`src/rtl/isr_pkg.sv`:
```
`timescale 1ns/1ps
package isr_pkg;
  localparam int REG_W = 16;

  typedef enum logic [1:0] {
    SZ_BYTE = 2'd0,
    SZ_HALF = 2'd1,
    SZ_WORD = 2'd2,
    SZ_RSVD = 2'd3
  } acc_size_e;

  typedef enum logic [2:0] {
    RG_RAW    = 3'd0,
    RG_MASKED = 3'd1,
    RG_ENVIEW = 3'd2,
    RG_ENSET  = 3'd3,
    RG_ENCLR  = 3'd4
  } reg_idx_e;

  // legal widths: byte anywhere, halfword on even address only
  function automatic logic size_ok(input logic [1:0] sz, input logic lane);
    return (sz == SZ_BYTE) || ((sz == SZ_HALF) && !lane);
  endfunction

  // bits of the 16-bit register that an access touches
  function automatic logic [REG_W-1:0] lane_mask(input logic [1:0] sz, input logic lane);
    logic [REG_W-1:0] m;
    if (sz == SZ_BYTE) m = lane ? 16'hFF00 : 16'h00FF;
    else if (sz == SZ_HALF) m = 16'hFFFF;
    else m = '0;
    return m;
  endfunction

  // byte writes carry their data in the low byte
  function automatic logic [REG_W-1:0] align_wdata(input logic [1:0] sz, input logic lane,
                                                   input logic [REG_W-1:0] d);
    logic [REG_W-1:0] r;
    if (sz == SZ_BYTE) r = lane ? {d[7:0], 8'h00} : {8'h00, d[7:0]};
    else r = d;
    return r;
  endfunction

  // byte reads return their lane in the low byte
  function automatic logic [REG_W-1:0] pick_rdata(input logic [1:0] sz, input logic lane,
                                                  input logic [REG_W-1:0] w);
    logic [REG_W-1:0] r;
    if (sz == SZ_BYTE) r = lane ? {8'h00, w[15:8]} : {8'h00, w[7:0]};
    else if (sz == SZ_HALF) r = w;
    else r = '0;
    return r;
  endfunction
endpackage

```
`src/rtl/isr_access_decode.sv`:
```
`timescale 1ns/1ps
module isr_access_decode
  import isr_pkg::*;
#(
  parameter int ADDR_W  = 4,
  parameter int NUM_EVT = 8
) (
  input  logic                clk,
  input  logic                rst_n,
  input  logic                acc_en,
  input  logic                acc_wr,
  input  logic [ADDR_W-1:0]   acc_addr,
  input  logic [1:0]          acc_size,
  input  logic [REG_W-1:0]    acc_wdata,
  output logic                bad_access,
  output logic                rd_ok,
  output logic                rd_lane,
  output logic [ADDR_W-2:0]   rd_idx,
  output logic [NUM_EVT-1:0]  raw_clr_ones,
  output logic [NUM_EVT-1:0]  en_set_ones,
  output logic [NUM_EVT-1:0]  en_clr_ones
);
  localparam int IDX_W = ADDR_W - 1;

  logic               lane;
  logic               legal;
  logic               wr_go;
  logic [IDX_W-1:0]   idx;
  logic [REG_W-1:0]   ones;

  assign lane  = acc_addr[0];
  assign idx   = acc_addr[ADDR_W-1:1];
  assign legal = size_ok(acc_size, lane);
  assign wr_go = acc_en && acc_wr && legal;
  assign ones  = lane_mask(acc_size, lane) & align_wdata(acc_size, lane, acc_wdata);

  assign bad_access   = acc_en && !legal;
  assign rd_ok        = acc_en && !acc_wr && legal;
  assign rd_lane      = lane;
  assign rd_idx       = idx;
  assign raw_clr_ones = (wr_go && idx == IDX_W'(RG_RAW))   ? ones[NUM_EVT-1:0] : '0;
  assign en_set_ones  = (wr_go && idx == IDX_W'(RG_ENSET)) ? ones[NUM_EVT-1:0] : '0;
  assign en_clr_ones  = (wr_go && idx == IDX_W'(RG_ENCLR)) ? ones[NUM_EVT-1:0] : '0;


  lane_lo_chk: assert property (@(posedge clk) disable iff (!rst_n)
    (acc_en && acc_size == SZ_BYTE && !acc_addr[0]) |-> (ones[15:8] == 8'h00));

  lane_hi_chk: assert property (@(posedge clk) disable iff (!rst_n)
    (acc_en && acc_size == SZ_BYTE && acc_addr[0]) |-> (ones[7:0] == 8'h00));

  bad_no_write_chk: assert property (@(posedge clk) disable iff (!rst_n)
    bad_access |-> (raw_clr_ones == '0 && en_set_ones == '0 && en_clr_ones == '0 && !rd_ok));
endmodule

```
`src/rtl/isr_status_bank.sv`:
```
`timescale 1ns/1ps
module isr_status_bank #(
  parameter int NUM_EVT = 8
) (
  input  logic               clk,
  input  logic               rst_n,
  input  logic [NUM_EVT-1:0] evt,
  input  logic [NUM_EVT-1:0] clr_ones,
  output logic [NUM_EVT-1:0] stat_q
);
  for (genvar i = 0; i < NUM_EVT; i++) begin : g_flag
    logic flag_q;
    always_ff @(posedge clk or negedge rst_n) begin
      if (!rst_n)           flag_q <= 1'b0;
      else if (evt[i])      flag_q <= 1'b1;   // event beats a same-cycle clear
      else if (clr_ones[i]) flag_q <= 1'b0;
    end
    assign stat_q[i] = flag_q;
  end


  evt_sets_chk: assert property (@(posedge clk) disable iff (!rst_n)
    (|evt) |=> ((stat_q & $past(evt)) == $past(evt)));

  w1c_clears_chk: assert property (@(posedge clk) disable iff (!rst_n)
    (|(clr_ones & ~evt)) |=> ((stat_q & $past(clr_ones & ~evt)) == '0));

  sticky_chk: assert property (@(posedge clk) disable iff (!rst_n)
    (|stat_q) |=> (((stat_q | $past(clr_ones)) & $past(stat_q)) == $past(stat_q)));
endmodule

```
`src/rtl/isr_enable_bank.sv`:
```
`timescale 1ns/1ps
module isr_enable_bank #(
  parameter int NUM_EVT = 8
) (
  input  logic               clk,
  input  logic               rst_n,
  input  logic [NUM_EVT-1:0] set_ones,
  input  logic [NUM_EVT-1:0] clr_ones,
  output logic [NUM_EVT-1:0] en_q
);
  for (genvar i = 0; i < NUM_EVT; i++) begin : g_en
    logic bit_q;
    always_ff @(posedge clk or negedge rst_n) begin
      if (!rst_n)           bit_q <= 1'b0;
      else if (set_ones[i]) bit_q <= 1'b1;
      else if (clr_ones[i]) bit_q <= 1'b0;
    end
    assign en_q[i] = bit_q;
  end


  set_port_chk: assert property (@(posedge clk) disable iff (!rst_n)
    (|set_ones) |=> ((en_q & $past(set_ones)) == $past(set_ones)));

  clr_port_chk: assert property (@(posedge clk) disable iff (!rst_n)
    (|(clr_ones & ~set_ones)) |=> ((en_q & $past(clr_ones & ~set_ones)) == '0));

  quiet_hold_chk: assert property (@(posedge clk) disable iff (!rst_n)
    (set_ones == '0 && clr_ones == '0) |=> (en_q == $past(en_q)));
endmodule

```
`src/rtl/intr_stat_en.sv`:
```
`timescale 1ns/1ps
module intr_stat_en
  import isr_pkg::*;
#(
  parameter int ADDR_W   = 4,
  parameter int NUM_EVT  = 8,
  parameter int BUSY_POS = 12
) (
  input  logic               clk,
  input  logic               rst_n,
  input  logic               acc_en,
  input  logic               acc_wr,
  input  logic [ADDR_W-1:0]  acc_addr,
  input  logic [1:0]         acc_size,
  input  logic [15:0]        acc_wdata,
  output logic [15:0]        acc_rdata,
  output logic               bad_access,
  input  logic [NUM_EVT-1:0] evt_pulse,
  input  logic               bus_busy,
  output logic               irq
);
  localparam int IDX_W = ADDR_W - 1;

  logic               rd_ok;
  logic               rd_lane;
  logic [IDX_W-1:0]   rd_idx;
  logic [NUM_EVT-1:0] raw_clr_ones;
  logic [NUM_EVT-1:0] en_set_ones;
  logic [NUM_EVT-1:0] en_clr_ones;
  logic [NUM_EVT-1:0] stat_q;
  logic [NUM_EVT-1:0] en_q;
  logic [REG_W-1:0]   raw_word;
  logic [REG_W-1:0]   sel_word;

  isr_access_decode #(.ADDR_W(ADDR_W), .NUM_EVT(NUM_EVT)) u_dec (
    .clk          (clk),
    .rst_n        (rst_n),
    .acc_en       (acc_en),
    .acc_wr       (acc_wr),
    .acc_addr     (acc_addr),
    .acc_size     (acc_size),
    .acc_wdata    (acc_wdata),
    .bad_access   (bad_access),
    .rd_ok        (rd_ok),
    .rd_lane      (rd_lane),
    .rd_idx       (rd_idx),
    .raw_clr_ones (raw_clr_ones),
    .en_set_ones  (en_set_ones),
    .en_clr_ones  (en_clr_ones)
  );

  isr_status_bank #(.NUM_EVT(NUM_EVT)) u_stat (
    .clk      (clk),
    .rst_n    (rst_n),
    .evt      (evt_pulse),
    .clr_ones (raw_clr_ones),
    .stat_q   (stat_q)
  );

  isr_enable_bank #(.NUM_EVT(NUM_EVT)) u_en (
    .clk      (clk),
    .rst_n    (rst_n),
    .set_ones (en_set_ones),
    .clr_ones (en_clr_ones),
    .en_q     (en_q)
  );

  always_comb begin
    raw_word = '0;
    raw_word[NUM_EVT-1:0] = stat_q;
    raw_word[BUSY_POS]    = bus_busy;
  end

  always_comb begin
    sel_word = '0;
    case (rd_idx)
      IDX_W'(RG_RAW):    sel_word = raw_word;
      IDX_W'(RG_MASKED): sel_word[NUM_EVT-1:0] = stat_q & en_q;
      IDX_W'(RG_ENVIEW): sel_word[NUM_EVT-1:0] = en_q;
      default:           sel_word = '0;
    endcase
  end

  assign acc_rdata = rd_ok ? pick_rdata(acc_size, rd_lane, sel_word) : '0;
  assign irq       = |(stat_q & en_q);


  irq_follows_evt_chk: assert property (@(posedge clk) disable iff (!rst_n)
    (|($past(evt_pulse) & en_q)) |-> irq);

  bad_keeps_mask_chk: assert property (@(posedge clk) disable iff (!rst_n)
    bad_access |=> $stable(en_q));

  bad_reads_zero_chk: assert property (@(posedge clk) disable iff (!rst_n)
    bad_access |-> (acc_rdata == '0));

  view_write_ignored_chk: assert property (@(posedge clk) disable iff (!rst_n)
    (acc_en && acc_wr && (acc_addr[ADDR_W-1:1] == IDX_W'(RG_MASKED) ||
                          acc_addr[ADDR_W-1:1] == IDX_W'(RG_ENVIEW)))
    |=> $stable(en_q));

  reset_clear_chk: assert property (@(posedge clk)
    !rst_n |-> (!irq && stat_q == '0 && en_q == '0));
endmodule

```
`config.mk`:
```
export PLATFORM = sky130hd
export DESIGN_NAME = intr_stat_en
export DESIGN_NICKNAME = d
export VERILOG_FILES = /design/src/rtl/isr_pkg.sv /design/src/rtl/isr_access_decode.sv /design/src/rtl/isr_status_bank.sv /design/src/rtl/isr_enable_bank.sv /design/src/rtl/intr_stat_en.sv
export SDC_FILE = /design/constraint.sdc
export NUM_CORES = 1
export LEC_CHECK = 0
export BUFFER_PORTS_ARGS = -buffer_cell sky130_fd_sc_hd__buf_2
export CAP_MARGIN = 20
export CORE_ASPECT_RATIO = 1.25
export CORE_UTILIZATION = 44
export DETAILED_ROUTE_END_ITERATION = 8
export PLACE_DENSITY = 0.79
export SLEW_MARGIN = 20
export SYNTH_ARGS = -nofsm -noshare
export SYNTH_HDL_FRONTEND = slang
export SYNTH_SLANG_ARGS = --single-unit
```
`constraint.sdc`:
```
create_clock -name clk -period 1.2 [get_ports clk]
set_input_delay 0.18 -clock clk [delete_from_list [all_inputs] [get_ports clk]]
set_output_delay 0.18 -clock clk [all_outputs]
set_load 0.02 [all_outputs]
```
# Word level (Yosys, flattened, before mapping)
# Index checks and enable logic that the tools add are counted.
# W data, S select, Z words.
# word_totals
regBits	16
inputBits	35
output_inout_bits	18
word_cells	101
# classes
eq_ne	5
muxes	46
bitwise_logic	2
reduce_logical	32
# op_table
op	n
$mux W8	9
$mux W1	32
$reduce_bool A2 Y1	16
$mux W13	2
$pmux W8 S3	1
$and A8 B8 Y8	2
$mux W16	1
$logic_and A1 B1 Y1	9
$reduce_or A8 Y1	1
$eq A3 B2 Y1 const B	2
$mux W5	1
$eq A3 B1 Y1 const B	1
$eq A3 B3 Y1 const B	1
$logic_not A1 Y1	3
$logic_not A3 Y1	1
$eq A2 B1 Y1 const B	1
$logic_not A2 Y1	1
$logic_or A1 B1 Y1	1

# Longest topological paths before layout
# depth
word_depth	8
ltp_mapped	6
depth_no_buf	4

# Hierarchy
# From an unflattened synthesis, not the netlist that was laid out.
# unflattened
cells_unflattened	159
area_unflattened_um2	1397.6
# by_module_without_submodules
mod	instances	cells_each	area_per_inst_um2	seq_area_each_um2
intr_stat_en	1	52	395.4	0.0
isr_enable_bank	1	32	350.3	200.2
isr_status_bank	1	32	350.3	200.2
isr_access_decode	1	43	301.5	0.0

# Least setup slack after synthesis
# No wires, ideal clock.
# synth_timing
path_type	input to output
start	input acc_en
end	output acc_rdata[0]
t_arrival_ns	1.069
required_ns	1.020
setup_slack_ns	-0.049
path_stages	4
n_path_buf	0
path_cell_list	nor2b_1 nor3b_1 nand2b_1 nor2_1
# synth_between
elab_chain_cells	3
# synth_rtl
item	line_no	text
start, declared	intr_stat_en.sv:11	input logic acc_en,
$logic_and A1 B1 Y1 (2 in a row)	isr_access_decode.sv:38	assign rd_ok = acc_en && !acc_wr && legal;
$mux W16	intr_stat_en.sv:84	assign acc_rdata = rd_ok ? pick_rdata(acc_size, rd_lane, sel_word) : '0;
end, declared	intr_stat_en.sv:16	output logic [15:0] acc_rdata,
# No other way between the ends.

# Worst setup path after layout
# layout_timing
start	input acc_addr[1]
end	output acc_rdata[3]
# layout_between
elab_chain_cells	5
elab_cells_between_ends	8
classes_between	eq/ne (2); mux (5); reduce/logical (1)
# layout_rtl
item	line_no	text
start, declared	intr_stat_en.sv:13	input logic [ADDR_W-1:0] acc_addr,
$eq A3 B2 Y1 (tied with other cells)	intr_stat_en.sv:76	case (rd_idx)
$pmux W8 S3 (*)	intr_stat_en.sv:76	
$mux W13 / $mux W8 (equally long branches)	isr_pkg.sv:48, isr_pkg.sv:47	
$mux W13 (*)	isr_pkg.sv:47	if (sz == SZ_BYTE) r = lane ? {8'h00, w[15:8]} : {8'h00, w[7:0]};
$mux W16 (*)	intr_stat_en.sv:84	
# Mark *: on every way between the ends. The rest lies on a longest branch, timed or not.

==> reports/metrics.yaml <==
postRouteAntennaNets: 0
slowest_stage: "inv_1"
crit_start: "acc_addr[1]"
area_growth_pct: 45.4
die_w_um: 45.1
cts_made_buffers: 3
std_cell_rows: 19
power_mw: 1.32
viasPerCell: 5.57
drc_errors: 0
swShare_pct: 29.5
path_common_cell: "buf_2"
place_congestion: 0.779
critPathRequiredTime_ns: 1.02
drive_gt1_share_pct: 45.5
finClkSkew_ns: 0
startpoint_type: "primary input"
critPathCapture: "acc_rdata[3]"
clockBufferDepth: 2
arrival_ns: 1.28
worst_ir_drop_vdd_mv: 0.810
tritoncts: "done"
antennaDiodeCount: 0
yosys.cell_types.count: 26
max_stage_delay_ns: 0.25
postLayoutCoreUtil_pct: 68.0
io_buffers: 37
syn_area_per_cell_sq_um: 9.06
outcome: "finished, violations left"
netSwitchingPower_mw: 0.388
maxSlewViolCount: 0
dr.pass1.iters: 7
pwr-share-clk_pct: 27.5
max_cap_viol_count: 0
ys_warn_count: 0
clk_transition_reported_paths_ns: 0.09
antenna_found_initial: 0
synth-seq-cells: 16
drtIter0Drc: 40
reg2reg_to: "u_en.g_en[3].bit_q"
p_per_area_nw_per_um2: 884
rsz0062_at_grt: "yes"
layout.cells.non_filler: 198
cp_max_fo: 8
ios: 53
grt_max_degree: 25
crit_chain: "buf_2 > buf_4 > inv_1 > o21ai_1 > a2bb2oi_1 > nor2_1 > buf_2"
insertion_delay_ns: 0.29
cts_sinks: 16
wl_per_cell_um: 14.2
reg2reg_from: "u_en.g_en[3].bit_q"
syn-instance-count: 113
min_period_ns: 1.46
cts_root_buffer: "clkbuf_4"
dieArea_sq_um: 2520
violations: "setup timing"
combinationalPowerShare_pct: 27.3
finalWirelength_um: 2820
p_leak_nw: 0.667
vias: 1102
r2r_cells: 2
grt_pass1_wl_um: 4510
h-tree-depth: 1
crit_path_end_kind: "output pin"
synth-seq-area-share_pct: 39.1
p_seq_share_pct: 45.2
fp.coreArea_sq_um: 2190
dp_hpwl_um: 1940
p_int_mw: 0.928
whs_ns: 0.0570
finalCritPeriodShare_pct: 122
die_h_um: 55.9
final-setup-viol-count: 10
grt_usage_pct: 23.8
start_util_pct: 46.8
synth_area_sq_um: 1020
dp.cells: 189
holdCritPathClass: "in -> reg"
reg2reg_slack_ns: 0.34
setup_ws_ns: -0.260
fin_setup_tns_ns: -2.00
fmax_mhz: 685
grt_pass1_vias: 1060
grt-ovfl-total: 0
finalNetCount: 203
hold_viol: 0
critPathKind: "in -> out"
[metal layers]
metal | track usage (%) | part of all wire, %
met1 | 29.6 | 39
met4 | 10.4 | 1.7
met3 | 1.30 | 5.8
met2 | 41.0 | 53
met5 | 0 | 0
[critical path, delay by kind of cell]
kind	cells	cell delay [ns]
AO/OA/AOI/OAI	2	0.27
buffers and inverters	4	0.70
AND/OR/NAND/NOR	1	0.13
[layout by cell type, fill, tap and decap left out, types with 2 or more instances in the layout]
cell and n:
buf_2 31, buf_4 21, dfrtp_1 16, nand3_1 15, nor2_1 8, a21o_1 8, a32o_1 7, conb_1 7
o21ai_1 4, a2bb2oi_1 4, a22oi_1 4, buf_6 4, inv_1 3, o21ai_2 3, a2bb2oi_2 3, nand2_1 3
clkbuf_4 3, nor2b_1 2, a21oi_1 2, and4_1 2
[Yosys cell counts (all sizes together)]
library cell | n | area share, %
o21ai | 8 | 3.9
a211oi | 1 | 1.2
nor2b | 3 | 1.8
conb | 1 | 0.37
nand3 | 16 | 7.8
nor4bb | 1 | 0.98
a22oi | 4 | 2.9
nor2 | 8 | 2.9
and2 | 1 | 0.61
nand2 | 4 | 1.5
o211ai | 1 | 0.73
dfrtp | 16 | 39
a32o | 8 | 7.8
inv | 3 | 1.1
a2bb2oi | 7 | 6.0
buf | 14 | 9.2
and4 | 2 | 1.7
and3 | 1 | 0.61
nor3b | 1 | 0.73
nand2b | 1 | 0.61
a21oi | 3 | 1.8
a21o | 8 | 5.9
nand4 | 1 | 0.61
[cells by family (layout without fill, tap and decap cells)]
| group | count (synthesis) | in the layout | synth area share [%] |
|---|---|---|---|
| other | 1 | 7 | 0.366 |
| and+or+nand+nor | 39 | 39 | 19.9 |
| AOI/OAI and AO/OA | 40 | 40 | 30.3 |
| buffers and inverters | 17 | 65 | 10.3 |
| DFF | 16 | 16 | 39.1 |
[metrics by stage]
| stage | worst slack (ns) | instance area (sq um) |
|---|---|---|
| floorplan | -0.0489 | 1050 |
| global placement | -0.164 | 1310 |
| detailed placement | -0.252 | 1310 |
| CTS | -0.226 | 1410 |
| global route | -0.291 | 1490 |
| finish | -0.260 | 1490 |
[flip-flops by register name, summed over array words and instances, names as in the netlist]
name	flops
u_en.g_en.bit_q	8
u_stat.g_flag.flag_q	8
[cell type report]
class,count,area (sq um)
sequential,16,400
inverter,3,11.3
clock buffer,4,36.3
timing repair buffer,58,388
fill,176,699
tap,31,38.8
multi-input combinational,86,613
[power groups by stage]
stage               sequential [mW]  combinational (mW)  clock [mW]
floorplan                     0.595               0.183           0
global placement              0.600               0.292           0
detailed placement            0.601               0.301           0
CTS                           0.590               0.326       0.366
global route                  0.598               0.386       0.392
finish                        0.595               0.359       0.362
[worst min path at each step]
stage                            start                 endpoint  slack, ns  cells after the start
final                     evt_pulse[5]  u_stat.g_flag[5].flag_q       0.06                      2
after global routing      evt_pulse[2]  u_stat.g_flag[2].flag_q       0.05                      2
after CTS                 evt_pulse[4]  u_stat.g_flag[4].flag_q       0.06                      2
after detailed placement         rst_n  u_stat.g_flag[5].flag_q       0.12                      1
after global placement           rst_n  u_stat.g_flag[4].flag_q        0.1                      1
after floorplan                  rst_n       u_en.g_en[0].bit_q      -0.12                      0
[repair_timing]
item	in CTS	in global routing
endpoints found under the hold margin	16	0
setup endpoints to repair	10	18
pin swaps	8	9
setup buffers	4	2
gates resized for setup	13	17
hold buffers	1	0
(Power assumes the default switching activity.)
